## config.mk

```make
export PLATFORM = sky130hd
export DESIGN_NAME = gpio_irq_wake
export DESIGN_NICKNAME = d
export VERILOG_FILES = /design/src/rtl/gpio_irq_pkg.sv /design/src/rtl/gpio_irq_cfg.sv /design/src/rtl/gpio_irq_detect.sv /design/src/rtl/gpio_irq_sticky.sv /design/src/rtl/gpio_irq_wake.sv
export SDC_FILE = /design/constraint.sdc
export NUM_CORES = 1
export LEC_CHECK = 0
export BUFFER_PORTS_ARGS = -buffer_cell sky130_fd_sc_hd__buf_2
export CORE_ASPECT_RATIO = 2
export CORE_MARGIN = 1
export CORE_UTILIZATION = 55
export CTS_BUF_LIST = sky130_fd_sc_hd__clkbuf_2
export DETAILED_ROUTE_END_ITERATION = 7
export PLACE_DENSITY = 0.85
export SLEW_MARGIN = 20
export SYNTH_ARGS = -nofsm -noshare
export SYNTH_HDL_FRONTEND = slang
export SYNTH_HIERARCHICAL = 1
export SYNTH_SLANG_ARGS = --single-unit
```

## constraint.sdc

```tcl
create_clock -name clk -period 3.9 [get_ports clk]
set_input_delay 0 -clock clk [delete_from_list [all_inputs] [get_ports clk]]
set_output_delay 0 -clock clk [all_outputs]
set_load 0.005 [all_outputs]
```

## src/rtl/gpio_irq_pkg.sv

```systemverilog
package gpio_irq_pkg;

    localparam int ADDR_W  = 12;
    localparam int WORD_W  = 32;
    localparam int MAX_WORDS = 6;

    typedef enum logic [3:0] {
        SEL_NONE  = 4'd0,
        SEL_RISE  = 4'd1,
        SEL_FALL  = 4'd2,
        SEL_TYPE  = 4'd3,
        SEL_POL   = 4'd4,
        SEL_MASK  = 4'd5,
        SEL_STAT  = 4'd6,
        SEL_WMASK = 4'd7,
        SEL_WSTAT = 4'd8
    } reg_sel_e;

    typedef struct packed {
        reg_sel_e   sel;
        logic [2:0] word;
    } reg_dec_t;

    function automatic logic [ADDR_W-1:0] base_of(input reg_sel_e s);
        case (s)
            SEL_RISE:  return 12'h064;
            SEL_FALL:  return 12'h07C;
            SEL_MASK:  return 12'h0AC;
            SEL_STAT:  return 12'h0C4;
            SEL_TYPE:  return 12'h300;
            SEL_POL:   return 12'h318;
            SEL_WMASK: return 12'h400;
            SEL_WSTAT: return 12'h418;
            default:   return 12'hFFF;
        endcase
    endfunction

    // Map a byte address to a register kind and word index.
    function automatic reg_dec_t decode_addr(input logic [ADDR_W-1:0] addr,
                                             input int nwords);
        reg_dec_t d;
        logic [ADDR_W:0] lo;
        logic [ADDR_W:0] hi;
        logic [ADDR_W:0] diff;
        d.sel  = SEL_NONE;
        d.word = '0;
        for (int k = 1; k <= 8; k++) begin
            lo   = {1'b0, base_of(reg_sel_e'(k))};
            hi   = lo + 13'(4 * nwords);
            diff = {1'b0, addr} - lo;
            if (addr[1:0] == 2'b00 && {1'b0, addr} >= lo && {1'b0, addr} < hi) begin
                d.sel  = reg_sel_e'(k);
                d.word = diff[4:2];
            end
        end
        return d;
    endfunction

endpackage

```

## src/rtl/gpio_irq_cfg.sv

```systemverilog
module gpio_irq_cfg
    import gpio_irq_pkg::*;
#(
    parameter int NUM_PINS = 32,
    localparam int NUM_WORDS = NUM_PINS / WORD_W
) (
    input  logic                 clk,
    input  logic                 rst,
    input  reg_sel_e             wr_sel,
    input  logic [NUM_WORDS-1:0] wr_word_oh,
    input  logic [WORD_W-1:0]    wr_data,
    output logic [NUM_PINS-1:0]  rise_en,
    output logic [NUM_PINS-1:0]  fall_en,
    output logic [NUM_PINS-1:0]  lvl_mode,
    output logic [NUM_PINS-1:0]  act_low,
    output logic [NUM_PINS-1:0]  irq_mask,
    output logic [NUM_PINS-1:0]  wake_mask
);

    always_ff @(posedge clk) begin
        if (rst) begin
            rise_en   <= '0;
            fall_en   <= '0;
            lvl_mode  <= '0;
            act_low   <= '0;
            irq_mask  <= '0;
            wake_mask <= '0;
        end else begin
            for (int w = 0; w < NUM_WORDS; w++) begin
                if (wr_word_oh[w]) begin
                    case (wr_sel)
                        SEL_RISE:  rise_en[w*WORD_W +: WORD_W]   <= wr_data;
                        SEL_FALL:  fall_en[w*WORD_W +: WORD_W]   <= wr_data;
                        SEL_TYPE:  lvl_mode[w*WORD_W +: WORD_W]  <= wr_data;
                        SEL_POL:   act_low[w*WORD_W +: WORD_W]   <= wr_data;
                        SEL_MASK:  irq_mask[w*WORD_W +: WORD_W]  <= wr_data;
                        SEL_WMASK: wake_mask[w*WORD_W +: WORD_W] <= wr_data;
                        default: ;
                    endcase
                end
            end
        end
    end

    // edge enables come out of reset cleared
    assert_edge_en_reset_R8: assert property (@(posedge clk)
        $past(rst) |-> (rise_en == '0 && fall_en == '0));

endmodule

```

## src/rtl/gpio_irq_detect.sv

```systemverilog
module gpio_irq_detect #(
    parameter int NUM_PINS = 32
) (
    input  logic                clk,
    input  logic                rst,
    input  logic [NUM_PINS-1:0] pin_in,
    input  logic [NUM_PINS-1:0] rise_en,
    input  logic [NUM_PINS-1:0] fall_en,
    input  logic [NUM_PINS-1:0] lvl_mode,
    input  logic [NUM_PINS-1:0] act_low,
    output logic [NUM_PINS-1:0] evt
);

    logic [NUM_PINS-1:0] pin_q;

    // Level captured in reset, so no edge appears across reset release
    always_ff @(posedge clk) begin
        pin_q <= pin_in;
    end

    for (genvar i = 0; i < NUM_PINS; i++) begin : g_pin
        logic up, down, active;
        assign up     = pin_in[i] & ~pin_q[i];
        assign down   = ~pin_in[i] & pin_q[i];
        assign active = pin_in[i] ^ act_low[i];
        assign evt[i] = lvl_mode[i] ? active
                                    : ((rise_en[i] & up) | (fall_en[i] & down));
    end

    // in edge mode an event needs the sampled level to have moved
    assert_edge_needs_change_R2: assert property (@(posedge clk) disable iff (rst)
        ((evt & ~lvl_mode & ~(pin_in ^ pin_q)) == '0));

endmodule

```

## src/rtl/gpio_irq_sticky.sv

```systemverilog
module gpio_irq_sticky #(
    parameter int WIDTH = 32
) (
    input  logic             clk,
    input  logic             rst,
    input  logic [WIDTH-1:0] set_i,
    input  logic [WIDTH-1:0] clr_i,
    output logic [WIDTH-1:0] stat_q
);

    always_ff @(posedge clk) begin
        if (rst) stat_q <= '0;
        else     stat_q <= (stat_q & ~clr_i) | set_i;
    end

    // a cleared bit with no competing event reads 0 afterwards
    assert_w1c_clears_R4: assert property (@(posedge clk) disable iff (rst)
        !$past(rst) |-> ((stat_q & $past(clr_i & ~set_i)) == '0));

    // an event always wins over a simultaneous clear
    assert_event_wins_R6: assert property (@(posedge clk) disable iff (rst)
        !$past(rst) |-> (($past(set_i) & ~stat_q) == '0));

endmodule

```

## src/rtl/gpio_irq_wake.sv

```systemverilog
module gpio_irq_wake
    import gpio_irq_pkg::*;
#(
    parameter int NUM_PINS = 32,
    localparam int NUM_WORDS = NUM_PINS / WORD_W
) (
    input  logic                clk,
    input  logic                rst,
    input  logic                wr_en,
    input  logic [ADDR_W-1:0]   wr_addr,
    input  logic [WORD_W-1:0]   wr_data,
    input  logic [ADDR_W-1:0]   rd_addr,
    output logic [WORD_W-1:0]   rd_data,
    input  logic [NUM_PINS-1:0] pin_in,
    output logic                irq_out,
    output logic                wake_out
);

    reg_dec_t wdec, rdec;
    assign wdec = decode_addr(wr_addr, NUM_WORDS);
    assign rdec = decode_addr(rd_addr, NUM_WORDS);

    logic [NUM_WORDS-1:0] wr_word_oh;
    logic [NUM_PINS-1:0]  irq_clr, wake_clr;

    for (genvar w = 0; w < NUM_WORDS; w++) begin : g_word
        assign wr_word_oh[w] = wr_en && (wdec.sel != SEL_NONE) && (wdec.word == 3'(w));
        assign irq_clr[w*WORD_W +: WORD_W] =
            (wr_word_oh[w] && wdec.sel == SEL_STAT) ? wr_data : '0;
        assign wake_clr[w*WORD_W +: WORD_W] =
            (wr_word_oh[w] && wdec.sel == SEL_WSTAT) ? wr_data : '0;
    end

    logic [NUM_PINS-1:0] rise_en, fall_en, lvl_mode, act_low, irq_mask, wake_mask;
    logic [NUM_PINS-1:0] evt, irq_stat, wake_stat;

    gpio_irq_cfg #(.NUM_PINS(NUM_PINS)) u_cfg (
        .clk(clk), .rst(rst), .wr_sel(wdec.sel), .wr_word_oh(wr_word_oh),
        .wr_data(wr_data), .rise_en(rise_en), .fall_en(fall_en),
        .lvl_mode(lvl_mode), .act_low(act_low), .irq_mask(irq_mask),
        .wake_mask(wake_mask)
    );

    gpio_irq_detect #(.NUM_PINS(NUM_PINS)) u_detect (
        .clk(clk), .rst(rst), .pin_in(pin_in), .rise_en(rise_en),
        .fall_en(fall_en), .lvl_mode(lvl_mode), .act_low(act_low), .evt(evt)
    );

    gpio_irq_sticky #(.WIDTH(NUM_PINS)) u_irq_stat (
        .clk(clk), .rst(rst), .set_i(evt), .clr_i(irq_clr), .stat_q(irq_stat)
    );

    gpio_irq_sticky #(.WIDTH(NUM_PINS)) u_wake_stat (
        .clk(clk), .rst(rst), .set_i(evt & wake_mask), .clr_i(wake_clr),
        .stat_q(wake_stat)
    );

    assign irq_out  = |(irq_stat & irq_mask);
    assign wake_out = |wake_stat;

    always_comb begin
        rd_data = '0;
        for (int w = 0; w < NUM_WORDS; w++) begin
            if (rdec.word == 3'(w)) begin
                case (rdec.sel)
                    SEL_RISE:  rd_data = rise_en[w*WORD_W +: WORD_W];
                    SEL_FALL:  rd_data = fall_en[w*WORD_W +: WORD_W];
                    SEL_TYPE:  rd_data = lvl_mode[w*WORD_W +: WORD_W];
                    SEL_POL:   rd_data = act_low[w*WORD_W +: WORD_W];
                    SEL_MASK:  rd_data = irq_mask[w*WORD_W +: WORD_W];
                    SEL_STAT:  rd_data = irq_stat[w*WORD_W +: WORD_W];
                    SEL_WMASK: rd_data = wake_mask[w*WORD_W +: WORD_W];
                    SEL_WSTAT: rd_data = wake_stat[w*WORD_W +: WORD_W];
                    default: ;
                endcase
            end
        end
    end

    // the combined interrupt is never raised without a held event
    assert_irq_has_source_R5: assert property (@(posedge clk) disable iff (rst)
        irq_out |-> (irq_stat != '0));

    // a wake bit can only newly appear on a pin whose wake mask was set
    assert_wake_gated_R7: assert property (@(posedge clk) disable iff (rst)
        !$past(rst) |-> ((wake_stat & ~$past(wake_stat) & ~$past(wake_mask)) == '0));

    // outputs quiet on the first cycle after reset
    assert_quiet_after_reset_R8: assert property (@(posedge clk) disable iff (rst)
        $past(rst) |-> (!irq_out && !wake_out));

endmodule

```

==> flow_metrics.env <==
export IMPL_die_area_um2=28320
export IMPL_dpl_cell_area_um2=16070
export IMPL_fin_worst_skew_ps=77.24
export IMPL_slew_viol_final=0
export IMPL_die_w_um=119.5
export IMPL_whs_path_depth=5
export IMPL_cts_tree="built"
export IMPL_clock_sinks=288
export IMPL_syn_inst=1586
export IMPL_max_clock_path_buffers=3
export IMPL_power_density_nw_per_um2=302.2
export IMPL_place_hpwl_um=30520
export IMPL_place_gp_congestion=0.8918
export IMPL_crit_buf_inv=3
export IMPL_hold_path_class="input port to register"
export IMPL_fin_crit_ps=2850
export IMPL_critical_path_top_delay_family="buffers and inverters"
export IMPL_reg2reg_depth=5
export IMPL_max_slew_worst_pin_slew_ps=916.3
export IMPL_worst_slack_ps=1050
export IMPL_cp_max_fo=32
export IMPL_ys_seq_area_share_pct=37.96
export IMPL_max_stage_delay_ps=690
export IMPL_grt_ovfl_total=0
export IMPL_max_cap_violations=0
export IMPL_layout_drive_gt1_share_pct=14.00
export IMPL_grt_pass1_vias=14980
export IMPL_grt_usage_pct=34.63
export IMPL_firstDrtPassIters=7
export IMPL_grt_max_degree=125
export IMPL_area_delta_synth_final_pct=17.08
export IMPL_drt_vias_per_instance=6.462
export IMPL_fin_crit_sh_pct=73.07
export IMPL_synth_seq_cells=288
export IMPL_antenna_found_initial=3
export IMPL_ir_drop_v=0.0001437
export IMPL_synth_nets=1685
export IMPL_setup_tns_ps=0
export IMPL_root_buffer="clkbuf_2"
export IMPL_ios=125
export IMPL_routed_wl_um=49650
export IMPL_vias=14310
export IMPL_async_reset_ff_share_pct=0
export IMPL_worstPathArrival_ps=2850
export IMPL_slowest_stage="buf_4"
export IMPL_rrSetupSlack_ps=1980
export IMPL_layout_nets=1915
export IMPL_h_tree_depth=2
export IMPL_design_core_area_um2=27010
export IMPL_place_ws_ps=596.3
export IMPL_criticalPathCategory="input port to primary output"
export IMPL_postCtsSetupBuffers=0
export IMPL_p_leak_nw=7.371
export IMPL_design_area_um2=17780
export IMPL_clk_latency_ps=940
export IMPL_drt_iter0_drc=1681
export IMPL_final_setup_viol_count=0
export IMPL_cts_clk_slew_worst_paths_ps=130
export IMPL_crit_required_ps=3900
export IMPL_rsz0062_at_grt="no"
export IMPL_grt_pass1_wl_um=76820
export IMPL_netlist_area_um2=15190
export IMPL_cp_start_kind="input port"
export IMPL_die_h_um=237.0
export IMPL_hold_path_startpoint="wr_data[6]"
export IMPL_synth_edf_count=0
export IMPL_cts_made_buffers=59
export IMPL_hold_viol_final=0
export IMPL_drc=0
export IMPL_crit_top_cell="buf_2"
export IMPL_drt_wirelength_per_cell_um=22.43
export IMPL_hold_slack_ps=17.25
export IMPL_synth_distinct_cells=67
export IMPL_place_port_buffers=124
export IMPL_ys_flop_type="dfxtp_1"
export IMPL_hold_path_end="u_wake_stat/stat_q[6]$_SDFF_PP0_"
export IMPL_endpoint_kind="primary output"
export IMPL_ys_warn_count=6
export IMPL_max_freq_mhz=350.9
export IMPL_crit_reg2reg_launch="u_cfg/rise_en[3]$_SDFFE_PP0P_"
export IMPL_outcome="finished clean"
export IMPL_num_rows=85
export IMPL_syn_area_per_cell_um2=9.576
export IMPL_cp_cell_sequence="buf_2, ha_1, nor4bb_1, nand2_1, a311oi_4, buf_4, mux2i_1, o211a_1, nor3_1, buf_2"
export IMPL_ant_nets=0
export IMPL_initial_core_util_pct=56.23
export IMPL_max_slew_margin_pct=38.85
export IMPL_regToRegEndpoint="u_irq_stat/stat_q[3]$_SDFF_PP0_"
synthesized netlist by cell type, types with 11 or more instances:
| library cell | count | area share (%) |
|---|---|---|
| nor2_1 | 12 | 0.30 |
| nand3b_1 | 34 | 1.7 |
| buf_6 | 19 | 1.4 |
| and2_1 | 69 | 2.8 |
| or3b_1 | 32 | 1.8 |
| a222oi_1 | 64 | 4.2 |
| a32oi_1 | 32 | 1.8 |
| nor3_1 | 37 | 1.2 |
| buf_2 | 17 | 0.56 |
| clkbuf_1 | 59 | 1.5 |
| dfxtp_1 | 288 | 38 |
| a21oi_1 | 100 | 3.3 |
| o211a_1 | 33 | 2.2 |
| mux2i_1 | 225 | 15 |
| or2b_1 | 32 | 1.6 |
| nand2b_1 | 293 | 12 |
| nand4_1 | 11 | 0.45 |
| and4_1 | 33 | 1.9 |
| a22oi_1 | 12 | 0.59 |
| inv_1 | 70 | 1.7 |
logic make-up after synthesis:
logic type      count (synthesis)  share of synthesized area, %
compound gates                277                         14.26
fa+ha+maj                       8                        0.6591
buf+inv                       169                         5.338
flops                         288                         37.96
mux                           225                         14.83
simple gates                  619                         26.95
where the power goes:
part / internal, mW / switching [mW]
logic: 0.209 / 0.237
clock network: 0.713 / 1.19
registers: 2.98 / 0.0408
total: 3.90 / 1.47
metrics by stage:
stage               cells  power (mW)  util (%)
floorplan            1586       3.259         -
global placement     1989       3.411     59.48
detailed placement   1989       3.420     59.48
CTS                  2211       5.356     65.77
global route         2214       5.568     65.83
finish               2214       5.374     65.83
registers in the layout (all words and copies together), names as in the netlist:
name	cells
u_detect/pin_q	32
u_cfg/fall_en	32
u_cfg/irq_mask	32
u_cfg/rise_en	32
u_cfg/wake_mask	32
u_irq_stat/stat_q	32
u_cfg/act_low	32
u_wake_stat/stat_q	32
u_cfg/lvl_mode	32
cell usage in the layout (no fill, tap or decap), drive strengths merged, types with 5 or more instances in the layout:
cell         instances
nand4               11
clkinv              23
or2b                32
nand3b              34
dfxtp              288
ha                   8
a32oi               32
nand2               11
and2                69
nor2b                5
dlygate4sd3        114
nand2b             293
inv                 71
nor4                 9
nor3                39
a222oi              64
and4                33
a21oi              100
or3b                32
a22oi               12
o211a               33
nand3               11
buf                154
and3                 6
clkbuf              83
nor2                12
mux2i              225
what timing repair did:
item                                    CTS  global route
hold buffers                            113             1
hold endpoints to repair                288             1
endpoints found under the setup margin    0             0
resized for setup                         0             0
worst register-to-register path: cells and delay by family (launching register included):
family	cells	cell delay, ps
compound gates	2	410
buf+inv	2	670
flops	1	390
simple gates	1	360
worst max-delay path by stage:
stage,start,endpoint,depth (start not counted)
finish,rd_addr[2],rd_data[12],10
global route,rd_addr[2],rd_data[10],10
CTS,rd_addr[2],rd_data[12],10
detailed placement,wr_addr[2],u_cfg/rise_en[7]$_SDFFE_PP0P_,12
global placement,wr_addr[2],u_cfg/act_low[12]$_SDFFE_PP0P_,12
floorplan,wr_addr[2],u_cfg/irq_mask[10]$_SDFFE_PP0P_,13
area by class of cell:
class | count | area, um2
Fill cell | 2126 | 9231
Multi-Input combinational cell | 1129 | 8651
Sequential cell | 288 | 5766
Timing Repair Buffer | 268 | 2093
Tap cell | 348 | 435.4
Clock buffer | 83 | 415.4
Inverter | 70 | 262.8
Clock inverter | 26 | 153.9
Antenna cell | 2 | 5.005
layer usage:
layer	up-vias	track usage (%)	routed length (um)	share of wire, %
met1	6811	35.86	17160	35
met4	0	30.27	4307	8.7
met3	312	5.925	3857	7.8
met5	-	0	0	0
li1	6298	-	-	-
met2	885	59.50	24330	49
(Power assumes the default switching activity.)
